File: config.mk
export PLATFORM = sky130hd
export DESIGN_NAME = tmr8_top
export DESIGN_NICKNAME = d
export VERILOG_FILES = /design/src/rtl/tmr8_pkg.sv /design/src/rtl/tmr8_rst_sync.sv /design/src/rtl/tmr8_regs.sv /design/src/rtl/tmr8_counter.sv /design/src/rtl/tmr8_outff.sv /design/src/rtl/tmr8_top.sv
export SDC_FILE = /design/constraint.sdc
export NUM_CORES = 1
export LEC_CHECK = 0
export ABC_AREA = 1
export BUFFER_PORTS_ARGS = -buffer_cell sky130_fd_sc_hd__buf_4
export CAP_MARGIN = 30
export CELL_PAD_IN_SITES_DETAIL_PLACEMENT = 1
export CELL_PAD_IN_SITES_GLOBAL_PLACEMENT = 2
export CORE_MARGIN = 1.5
export CORE_UTILIZATION = 36
export CTS_BUF_LIST = sky130_fd_sc_hd__clkbuf_4 sky130_fd_sc_hd__clkbuf_8
export DETAILED_ROUTE_END_ITERATION = 10
export GPL_TIMING_DRIVEN = 0
export PLACE_DENSITY = 0.95
export SYNTH_ARGS = -nofsm -noshare
export SYNTH_HDL_FRONTEND = slang
export SYNTH_SLANG_ARGS = --single-unit
File: constraint.sdc
create_clock -name clk -period 2.4 [get_ports clk]
set_input_delay 0.36 -clock clk [delete_from_list [all_inputs] [get_ports clk]]
set_output_delay 0.36 -clock clk [all_outputs]
set_load 0.02 [all_outputs]
File: src/rtl/tmr8_pkg.sv
package tmr8_pkg;
  localparam int unsigned BUS_W  = 8;
  localparam int unsigned ADDR_W = 2;

  localparam logic [ADDR_W-1:0] A_CTRL = 2'd0;
  localparam logic [ADDR_W-1:0] A_CMP  = 2'd1;
  localparam logic [ADDR_W-1:0] A_CNT  = 2'd2;
  localparam logic [ADDR_W-1:0] A_STAT = 2'd3;

  localparam int unsigned B_RUN  = 7;
  localparam int unsigned B_PWM  = 6;
  localparam int unsigned B_CASC = 4;
  localparam int unsigned B_SET  = 3;
  localparam int unsigned B_RST  = 2;
  localparam int unsigned B_LVL  = 1;
  localparam int unsigned B_OE   = 0;

  typedef struct packed {
    logic run;
    logic pwm;
    logic casc;
    logic lvl;
    logic oe;
  } ctrl_t;
endpackage

File: src/rtl/tmr8_rst_sync.sv
module tmr8_rst_sync #(
  parameter int unsigned STAGES = 2
) (
  input  logic clk,
  input  logic rst_n,
  output logic rst_sync_n
);
  logic [STAGES-1:0] sr_q;
  logic [STAGES-1:0] sr_d;

  always_comb begin
    sr_d = {sr_q[STAGES-2:0], 1'b1};
  end

  always_ff @(posedge clk or negedge rst_n) begin
    if (!rst_n) sr_q <= '0;
    else        sr_q <= sr_d;
  end

  assign rst_sync_n = sr_q[STAGES-1];
endmodule

File: src/rtl/tmr8_regs.sv
module tmr8_regs
  import tmr8_pkg::*;
#(
  parameter int unsigned CNT_W = BUS_W
) (
  input  logic              clk,
  input  logic              rst_n,
  input  logic              bus_we,
  input  logic [ADDR_W-1:0] bus_addr,
  input  logic [BUS_W-1:0]  bus_wdata,
  output logic [BUS_W-1:0]  bus_rdata,
  input  logic              match_evt,
  input  logic [CNT_W-1:0]  cnt,
  output ctrl_t             ctrl,
  output logic [CNT_W-1:0]  cmp,
  output logic              cmd_set,
  output logic              cmd_rst,
  output logic              irq
);
  ctrl_t            ctrl_d;
  logic [CNT_W-1:0] cmp_d;
  logic             flag_q, flag_d;
  logic             mask_q, mask_d;
  logic             ctrl_we, cmp_we, stat_we, run_fall;
  logic             unused_wbit;

  assign unused_wbit = bus_wdata[5];

  always_comb begin
    ctrl_we  = bus_we && (bus_addr == A_CTRL);
    cmp_we   = bus_we && (bus_addr == A_CMP);
    stat_we  = bus_we && (bus_addr == A_STAT);
    run_fall = ctrl_we && !bus_wdata[B_RUN] && ctrl.run;
    cmd_set  = ctrl_we && bus_wdata[B_SET] && !bus_wdata[B_RST];
    cmd_rst  = ctrl_we && !bus_wdata[B_SET] && bus_wdata[B_RST];

    ctrl_d = ctrl;
    if (ctrl_we) begin
      ctrl_d.run  = bus_wdata[B_RUN];
      ctrl_d.pwm  = bus_wdata[B_PWM];
      ctrl_d.casc = bus_wdata[B_CASC];
      ctrl_d.lvl  = bus_wdata[B_LVL];
      ctrl_d.oe   = bus_wdata[B_OE];
    end

    cmp_d = cmp_we ? bus_wdata[CNT_W-1:0] : cmp;

    if (match_evt || run_fall) flag_d = 1'b1;
    else if (stat_we)          flag_d = bus_wdata[0];
    else                       flag_d = flag_q;

    mask_d = stat_we ? bus_wdata[1] : mask_q;
  end

  always_ff @(posedge clk or negedge rst_n) begin
    if (!rst_n) begin
      ctrl   <= '0;
      cmp    <= '0;
      flag_q <= 1'b0;
      mask_q <= 1'b0;
    end else begin
      ctrl   <= ctrl_d;
      cmp    <= cmp_d;
      flag_q <= flag_d;
      mask_q <= mask_d;
    end
  end

  assign irq = flag_q && !mask_q;

  always_comb begin
    bus_rdata = '0;
    case (bus_addr)
      A_CTRL: begin
        bus_rdata[B_RUN]  = ctrl.run;
        bus_rdata[B_PWM]  = ctrl.pwm;
        bus_rdata[B_CASC] = ctrl.casc;
        bus_rdata[B_LVL]  = ctrl.lvl;
        bus_rdata[B_OE]   = ctrl.oe;
      end
      A_CMP:   bus_rdata[CNT_W-1:0] = cmp;
      A_CNT:   bus_rdata[CNT_W-1:0] = cnt;
      default: bus_rdata[1:0] = {mask_q, flag_q};
    endcase
  end

  p_match_flag_r11: assert property (@(posedge clk) disable iff (!rst_n)
    match_evt |=> (bus_addr != A_STAT) || bus_rdata[0]);
  p_mask_gate_r11: assert property (@(posedge clk) disable iff (!rst_n)
    (stat_we && bus_wdata[1] && !match_evt && !run_fall) |=> !irq);
  p_runfall_flag_r12: assert property (@(posedge clk) disable iff (!rst_n)
    run_fall |=> (flag_q && !ctrl.run));
endmodule

File: src/rtl/tmr8_counter.sv
module tmr8_counter #(
  parameter int unsigned CNT_W = 8
) (
  input  logic             clk,
  input  logic             rst_n,
  input  logic             run,
  input  logic             pwm,
  input  logic             casc,
  input  logic             tick,
  input  logic             carry,
  input  logic [CNT_W-1:0] cmp,
  output logic [CNT_W-1:0] cnt,
  output logic             match_evt
);
  logic [CNT_W-1:0] cnt_d;
  logic             count_en;
  logic             at_cmp;

  always_comb begin
    count_en  = run && (casc ? carry : tick);
    at_cmp    = (cnt == cmp);
    match_evt = count_en && at_cmp;
    if (!run)                    cnt_d = '0;
    else if (!count_en)          cnt_d = cnt;
    else if (!pwm && at_cmp)     cnt_d = '0;
    else                         cnt_d = cnt + 1'b1;
  end

  always_ff @(posedge clk or negedge rst_n) begin
    if (!rst_n) cnt <= '0;
    else        cnt <= cnt_d;
  end

  p_stop_hold_r2: assert property (@(posedge clk) disable iff (!rst_n)
    !run |=> (cnt == '0));
  p_step_r2: assert property (@(posedge clk) disable iff (!rst_n)
    (count_en && !(at_cmp && !pwm)) |=> (cnt == $past(cnt) + 1'b1));
  p_clear_on_match_r3: assert property (@(posedge clk) disable iff (!rst_n)
    (match_evt && !pwm) |=> (cnt == '0));
  p_pwm_wrap_r4: assert property (@(posedge clk) disable iff (!rst_n)
    (pwm && count_en && (cnt == {CNT_W{1'b1}})) |=> (cnt == '0));
  p_casc_src_r6: assert property (@(posedge clk) disable iff (!rst_n)
    (run && casc && !carry) |=> $stable(cnt));
endmodule

File: src/rtl/tmr8_outff.sv
module tmr8_outff
  import tmr8_pkg::*;
#(
  parameter int unsigned CNT_W = 8
) (
  input  logic             clk,
  input  logic             rst_n,
  input  ctrl_t            ctrl,
  input  logic             cmd_set,
  input  logic             cmd_rst,
  input  logic             match_evt,
  input  logic [CNT_W-1:0] cnt,
  input  logic [CNT_W-1:0] cmp,
  output logic             pin_out,
  output logic             pin_oe
);
  logic ff_q, ff_d;
  logic toggle;
  logic pwm_act;
  logic drive;

  always_comb begin
    toggle = match_evt && ctrl.lvl && !ctrl.pwm;
    if (cmd_set)      ff_d = 1'b1;
    else if (cmd_rst) ff_d = 1'b0;
    else if (toggle)  ff_d = !ff_q;
    else              ff_d = ff_q;
  end

  always_ff @(posedge clk or negedge rst_n) begin
    if (!rst_n) ff_q <= 1'b0;
    else        ff_q <= ff_d;
  end

  always_comb begin
    pwm_act = ctrl.run && (cnt < cmp);
    drive   = ctrl.pwm ? (pwm_act ^ ctrl.lvl) : ff_q;
    pin_out = ctrl.oe && drive;
    pin_oe  = ctrl.oe;
  end

  p_cmd_set_r7: assert property (@(posedge clk) disable iff (!rst_n)
    cmd_set |=> ff_q);
  p_cmd_rst_r9: assert property (@(posedge clk) disable iff (!rst_n)
    cmd_rst |=> !ff_q);
  p_hold_r7: assert property (@(posedge clk) disable iff (!rst_n)
    (!cmd_set && !cmd_rst && !toggle) |=> $stable(ff_q));
  p_toggle_r8: assert property (@(posedge clk) disable iff (!rst_n)
    (toggle && !cmd_set && !cmd_rst) |=> (ff_q != $past(ff_q)));
endmodule

File: src/rtl/tmr8_top.sv
module tmr8_top
  import tmr8_pkg::*;
#(
  parameter int unsigned SYNC_STAGES = 2
) (
  input  logic              clk,
  input  logic              rst_n,
  input  logic              bus_we,
  input  logic [ADDR_W-1:0] bus_addr,
  input  logic [BUS_W-1:0]  bus_wdata,
  output logic [BUS_W-1:0]  bus_rdata,
  input  logic              cnt_tick,
  input  logic              cascade_in,
  output logic              prescaler_run,
  output logic              tmr_out,
  output logic              tmr_oe,
  output logic              irq
);
  localparam int unsigned CNT_W = BUS_W;

  logic             rst_sync_n;
  ctrl_t            ctrl;
  logic [CNT_W-1:0] cmp;
  logic [CNT_W-1:0] cnt;
  logic             match_evt;
  logic             cmd_set, cmd_rst;

  tmr8_rst_sync #(.STAGES(SYNC_STAGES)) u_rst (
    .clk(clk), .rst_n(rst_n), .rst_sync_n(rst_sync_n)
  );

  tmr8_regs #(.CNT_W(CNT_W)) u_regs (
    .clk(clk), .rst_n(rst_sync_n),
    .bus_we(bus_we), .bus_addr(bus_addr), .bus_wdata(bus_wdata),
    .bus_rdata(bus_rdata), .match_evt(match_evt), .cnt(cnt),
    .ctrl(ctrl), .cmp(cmp), .cmd_set(cmd_set), .cmd_rst(cmd_rst),
    .irq(irq)
  );

  tmr8_counter #(.CNT_W(CNT_W)) u_cnt (
    .clk(clk), .rst_n(rst_sync_n),
    .run(ctrl.run), .pwm(ctrl.pwm), .casc(ctrl.casc),
    .tick(cnt_tick), .carry(cascade_in), .cmp(cmp),
    .cnt(cnt), .match_evt(match_evt)
  );

  tmr8_outff #(.CNT_W(CNT_W)) u_out (
    .clk(clk), .rst_n(rst_sync_n), .ctrl(ctrl),
    .cmd_set(cmd_set), .cmd_rst(cmd_rst), .match_evt(match_evt),
    .cnt(cnt), .cmp(cmp), .pin_out(tmr_out), .pin_oe(tmr_oe)
  );

  assign prescaler_run = ctrl.run;

  p_oe_off_r10: assert property (@(posedge clk) disable iff (!rst_sync_n)
    !tmr_oe |-> !tmr_out);
  p_pwm_idle_r5: assert property (@(posedge clk) disable iff (!rst_sync_n)
    (ctrl.pwm && !prescaler_run && tmr_oe) |-> (tmr_out == ctrl.lvl));
endmodule

# After elaboration in Yosys (flattened, before gate mapping)
# Index checks and enable logic that the tools add are counted.
# totals
regBits	26
ram_bits	0
elab_cells	61
latch_bits	0
inputBits	15
mem_count	0
rom_bits	0
out_inout_bits	12
# classes
mul	0
n_reduce_logical	27
n_div	0
n_lt_le_gt_ge	1
muxes	15
add_sub_neg	1
shifts	0
bitwise_logic	1
n_eq_ne	5
# ops
op	count
two-way mux 8 bit	3
logical AND 1 bit	17
case mux 2 bit (3 select lines)	2
adder 8 x 1 -> 8 bit (second input constant)	1
== test 8 bit	1
less-than comparator 8 bit	1
two-way mux 1 bit	7
logical NOT 1 bit	6
== test 2 bit (second input constant)	2
case mux 2 bit (2 select lines)	1
case mux 1 bit (3 select lines)	1
nonzero test 3 bit	1
== test 2 x 1 -> 1 bit (second input constant)	1
logical NOT 2 bit	1
!= test 2 x 1 -> 1 bit (second input constant)	1
case mux 1 bit (2 select lines)	1
nonzero test 2 bit	1
logical OR 1 bit	1
XOR 1 bit	1

# Depth between registers and ports, before layout
# logic_depth
word_depth	8
ltp_mapped	13
depth_no_buf	13

# Modules after synthesis
# From an unflattened synthesis, not the netlist that was laid out.
# unflattened
hier_cells	269
area_unflattened_um2	1925.6
# modules_own_cells
mod	instances	area_each_um2	seq_area_each_um2	cells_per_inst
tmr8_regs	1	925.9	375.4	120
tmr8_counter	1	659.4	200.2	100
tmr8_outff	1	286.5	25.0	46
tmr8_rst_sync	1	53.8	50.0	3

# Worst setup path after synthesis
# OpenSTA, ideal clock, no wires.
# synth_timing
path_kind	input -> output
from	input port bus_addr[1]
to	output port bus_rdata[1]
arrival_ns	1.409
n_path_buf	0
required_ns	2.040
stages	6
slack_ns	0.631
cell_sequence	inv_1 ha_1 inv_1 o22ai_1 a21oi_1 o21ai_0
# synth_via
elab_chain_cells	2
elab_cells_between_ends	4
classes_between	eq/ne: 2; mux: 1; reduce/logical: 1
# synth_lines
element	line	text
start, declared	tmr8_top.sv:9	input logic [ADDR_W-1:0] bus_addr,
== test 2 bit, or another cell as far along	tmr8_regs.sv:73	case (bus_addr)
case mux 2 bit (3 select lines) (*)	tmr8_regs.sv:73	
end, declared	tmr8_top.sv:11	output logic [BUS_W-1:0] bus_rdata,
# Mark *: on every way between the ends. The rest lies on a longest branch, timed or not.

# Worst setup path in the final report
# layout_timing
from	register u_cnt.cnt[3]
to	output port tmr_out
# layout_via
elab_chain_cells	5
# layout_lines
element	line	text
start, declared	tmr8_counter.sv:12	output logic [CNT_W-1:0] cnt,
start signal, assigned	tmr8_counter.sv:31	else cnt <= cnt_d;
less-than comparator 8 bit	tmr8_outff.sv:36	pwm_act = ctrl.run && (cnt < cmp);
logical AND 1 bit	tmr8_outff.sv:36	
XOR 1 bit	tmr8_outff.sv:37	drive = ctrl.pwm ? (pwm_act ^ ctrl.lvl) : ff_q;
two-way mux 1 bit	tmr8_outff.sv:37	
logical AND 1 bit	tmr8_outff.sv:38	pin_out = ctrl.oe && drive;
end, declared	tmr8_top.sv:15	output logic tmr_out,
# Every way passes these cells.

==> PnR_summary.wiki <==
{| class="wikitable"
! Metric !! Value
|-
| Run status || completed
|-
| Maximum clock frequency || approximately 0.45 GHz
|-
| Switch Pwr || between 0.0003 and 0.0004 W
|-
| Post-detailed-route via-to-cell ratio || slightly below 5
|-
| Unrepaired setup endpoints after global routing || false
|-
| Cell with the biggest individual delay on the critical path || sky130_fd_sc_hd__dfrtp_1
|-
| Synth-to-Final Area Change || 22.4%
|-
| Yosys warnings || 0
|-
| Fillcell total || 570
|-
| Yosys top cell by area || sky130_fd_sc_hd__dfrtp_1
|-
| Share of the synthesized area in the top cell type || 39.4%
|-
| Gp weighted congestion || approximately 0.77
|-
| Final slew viol count || 0
|-
| Vias post-DR || about 1500
|-
| Clock latency at the later pin of the worst-skew pair || 0.28 ns
|-
| Synthesized-area fraction occupied by adder cells || about a tenth
|-
| # DRC || 0
|-
| Critical path required time || slightly above 2 ns
|-
| Count leader, synth || sky130_fd_sc_hd__nand2_1
|-
| Post-route ant nets || 0
|-
| Share of cells above drive strength 1 || between 15 and 20%
|-
| Crit path cell chain || ha_1 > nand2_1 > inv_1 > nand2_1 > nand2_1 > nand2_1 > nand2_1 > nand2_1 > nand3_1 > nand2_1 > inv_1 > buf_4
|-
| Main combinational cell family by area after synthesis || simple AND/OR/NAND/NOR gates
|-
| First-pass GRT wire length || about 7400 um
|-
| Delay of the slowest cell on the worst path || about 0.5 ns
|-
| Gate power share || between 20% and 30%
|-
| Crit Path Max Fanout || 7
|-
| Cell count after placement || 296
|-
| Global-route track usage on met3 || ~3.4%
|-
| Top Family by Delay on Critical Path || simple AND/OR/NAND/NOR gates
|-
| Xor and xnor fraction of the mapped netlist area || approximately 2.1%
|-
| Asr flop ratio synth || 100%
|-
| Crit path DAT || approximately 1.9 ns
|-
| Register share of total power || 44.1%
|-
| Ranking of synthesized cells by area || sky130_fd_sc_hd__dfrtp_1 39%, sky130_fd_sc_hd__nand2_1 13%, sky130_fd_sc_hd__ha_1 11%, sky130_fd_sc_hd__inv_1 9.3%, sky130_fd_sc_hd__o21ai_0 5.5%
|-
| Rows || 24
|-
| Max Buffers Root-to-Sink || 2
|-
| Overall track demand over capacity in global routing || between 10% and 20%
|-
| Most used flip-flop cell after synthesis || sky130_fd_sc_hd__dfrtp_1
|-
| Largest net degree at the start of global routing || 16
|-
| Initial cell density of the core || between 30 and 40%
|-
| Number of enable flip-flop cells after synthesis || 0
|-
| Post-route fraction of the period consumed by the critical path || just over 90%
|-
| MaxCap Viol Count || 0
|-
| Number of top-level design ports || 27
|-
| Num CTS Buffers || 3
|-
| Total of cells resized after clock tree synthesis || 0
|-
| Final sum of negative setup slack || 0 ns
|-
| Multiplexer area fraction after synthesis || 0%
|-
| Die Footprint || ~0.0050 sq mm
|-
| Post-Synthesis Cell Area || 0.00165 sq mm
|-
| Leading cell types by count after synthesis || 58 x sky130_fd_sc_hd__nand2_1, 41 x sky130_fd_sc_hd__inv_1, 26 x sky130_fd_sc_hd__dfrtp_1
|-
| Post-synth cell types || 28
|-
| Final nets || approximately 280
|-
| Height of the die || a little over 70 um
|-
| Met1 global-route usage || about a quarter
|-
| Initial antenna violation count || 0
|-
| Clock tree root buffer cell || sky130_fd_sc_hd__clkbuf_8
|-
| Power share of the clock group || between 30% and 40%
|-
| Most repeated library cell on the critical path || sky130_fd_sc_hd__nand2_1
|-
| Final Setup Violations || 0
|-
| CTS tree || yes
|-
| Count of H-tree levels built during CTS || 1
|-
| Vias in the first global route || 1558
|-
| Path type of the worst setup path || reg -> out
|-
| Nature of the critical path startpoint || flop
|-
| Number of storage elements in the synthesis netlist || 26
|-
| Initial DRC Count || 34
|-
| Skew final || roughly 0.0077 ns
|-
| Share of synthesized area occupied by flip-flops and latches || around two fifths
|-
| Internal power consumption || roughly 0.00084 W
|-
| DPL Wire Length || between 3000 and 4000 um
|-
| Hold Crit Class || reg -> async
|-
| TritonRoute pass-1 iters || 4
|-
| Kind of end point of the critical path || output pin
|-
| Min Clock Period, post-route || around 2.2 ns
|-
| Maximum VDD drop || roughly 0.00031 V
|-
| Inserted Diodes || 0
|-
| X dimension of the die || between 70 and 80 um
|-
| Placeable core region || approximately 0.0044 sq mm
|-
| Sink Count || 26
|-
| Total count of hold-check failures in the final report || 0
|-
| Synthesized area per cell || roughly 7.6 sq um
|-
| Avg WL per Cell || about 14 um
|-
| Switching portion of total power || 31.9%
|-
| Number of cells in the finished layout apart from fillers || ~300
|-
| Simple-gate portion of the synthesized area || between 20% and 30%
|-
| Synthesized net count || around 250
|-
| Grt total ovfl || 0
|-
| Sum of buffers and inverters on the critical path || 3
|-
| Post-synthesis compound-gate area fraction || about 14%
|-
| Pwr/cell area || roughly 610 mW/mm^2
|-
| Clock edge transition at the registers on the reported setup and hold paths || 0.10 ns
|-
| Most crowded layer after global routing || met2
|-
| Number of I/O port buffers || 26
|-
| Met2 GRT Util || about 34%
|-
| Post-synthesis cell count || 217
|-
| Final Routed Wirelength || approximately 4300 um
|-
| Leakage Power || 1.06 nW
|}
-- repair_timing --
item / CTS / global route
endpoints found under the hold margin: 2 / 0
buffers inserted: 0 / 0
hold buffers: 1 / 0
-- state kept, by name (all words and copies together) (netlist names) --
name and cells:
u_cnt.cnt 8, u_regs.cmp 8, u_regs.ctrl 5, u_rst.sr_q 2, u_out.ff_q 1, u_regs.flag_q 1
u_regs.mask_q 1
-- layout make-up --
class                   instances  area [sq um]  area share, %
inverters                      44           165           8.18
clock buffers                   3          41.3           2.04
multi-input cells             145           827           41.0
well taps                      52          65.1           3.22
clock inverters                 1          30.0           1.49
plain buffers                   2          7.51          0.372
flip-flops and latches         26           651           32.2
repair buffers                 28           233           11.5
-- through the flow --
stage               power (W)  hold slack, ns  setup slack, ns  cell area, sq um  utilization (%)
detailed placement   0.000871           0.144            0.469              1940             44.2
CTS                   0.00125           0.222            0.162              2020             46.1
floorplan            0.000739          0.0644            0.631              1650                -
finish                0.00123           0.198            0.169              2020             46.1
global route          0.00132           0.245           0.0159              2020             46.1
global placement     0.000853           0.144            0.482              1910             43.6
-- placed cells by master (no fill, tap or decap), drive strengths merged --
| cell | synthesis | routed |
|---|---|---|
| ha | 14 | 14 |
| nand2 | 60 | 60 |
| o31ai | 1 | 1 |
| xnor2 | 1 | 1 |
| conb | 1 | 1 |
| buf | 0 | 27 |
| clkbuf | 2 | 5 |
| nor3 | 2 | 2 |
| dfrtp | 26 | 26 |
| a21oi | 8 | 8 |
| o221ai | 3 | 3 |
| a221oi | 1 | 1 |
| nand3 | 12 | 12 |
| o22ai | 4 | 4 |
| dlygate4sd3 | 0 | 1 |
| nor2 | 11 | 11 |
| bufinv | 0 | 1 |
| o21ai | 20 | 20 |
| nand4 | 1 | 1 |
| xor2 | 3 | 3 |
| a21o | 1 | 1 |
| o211ai | 1 | 1 |
| o21a | 1 | 1 |
| inv | 44 | 44 |
-- routing by layer --
metal	vias up	wire, um
met5	-	0
met2	17	2260
li1	754	-
met1	721	1950
met3	2	126
met4	0	6
-- power by group through the flow --
stage                     Combinational [W]  Clock (W)  Sequential (W)
final                              0.000317   0.000373        0.000544
after global routing               0.000365   0.000401        0.000553
after CTS                          0.000322   0.000377        0.000545
after detailed placement           0.000317          0        0.000554
after global placement             0.000297          0        0.000556
after floorplan                    0.000196          0        0.000544
-- cell families after synthesis --
kind of cell             Yosys count
flip-flops                        26
AND/OR/NAND/NOR                   86
AO/OA/AOI/OAI                     40
other                              1
buffers and inverters             46
XOR/XNOR                           4
adder cells (fa/ha/maj)           14
-- final timing paths --
kind	endpoint	depth (start not counted)	slack [ns]	start
worst max-delay path	tmr_out	12	0.17	u_cnt.cnt[3]$_DFFE_PN0P_
worst min-delay path	u_regs.ctrl[1]$_DFFE_PN0P_	0	0.20	u_rst.sr_q[1]$_DFF_PN0_
worst max register to register	u_cnt.cnt[5]$_DFFE_PN0P_	10	0.68	u_cnt.cnt[3]$_DFFE_PN0P_
worst min register to register	u_regs.ctrl[1]$_DFFE_PN0P_	0	0.20	u_rst.sr_q[1]$_DFF_PN0_
max in group asynchronous	u_regs.ctrl[2]$_DFFE_PN0P_	1	1.75	u_rst.sr_q[1]$_DFF_PN0_
min in group clk	u_regs.cmp[5]$_DFFE_PN0P_	3	0.33	bus_wdata[5]
Note: power is estimated with default switching activity, not from simulation.
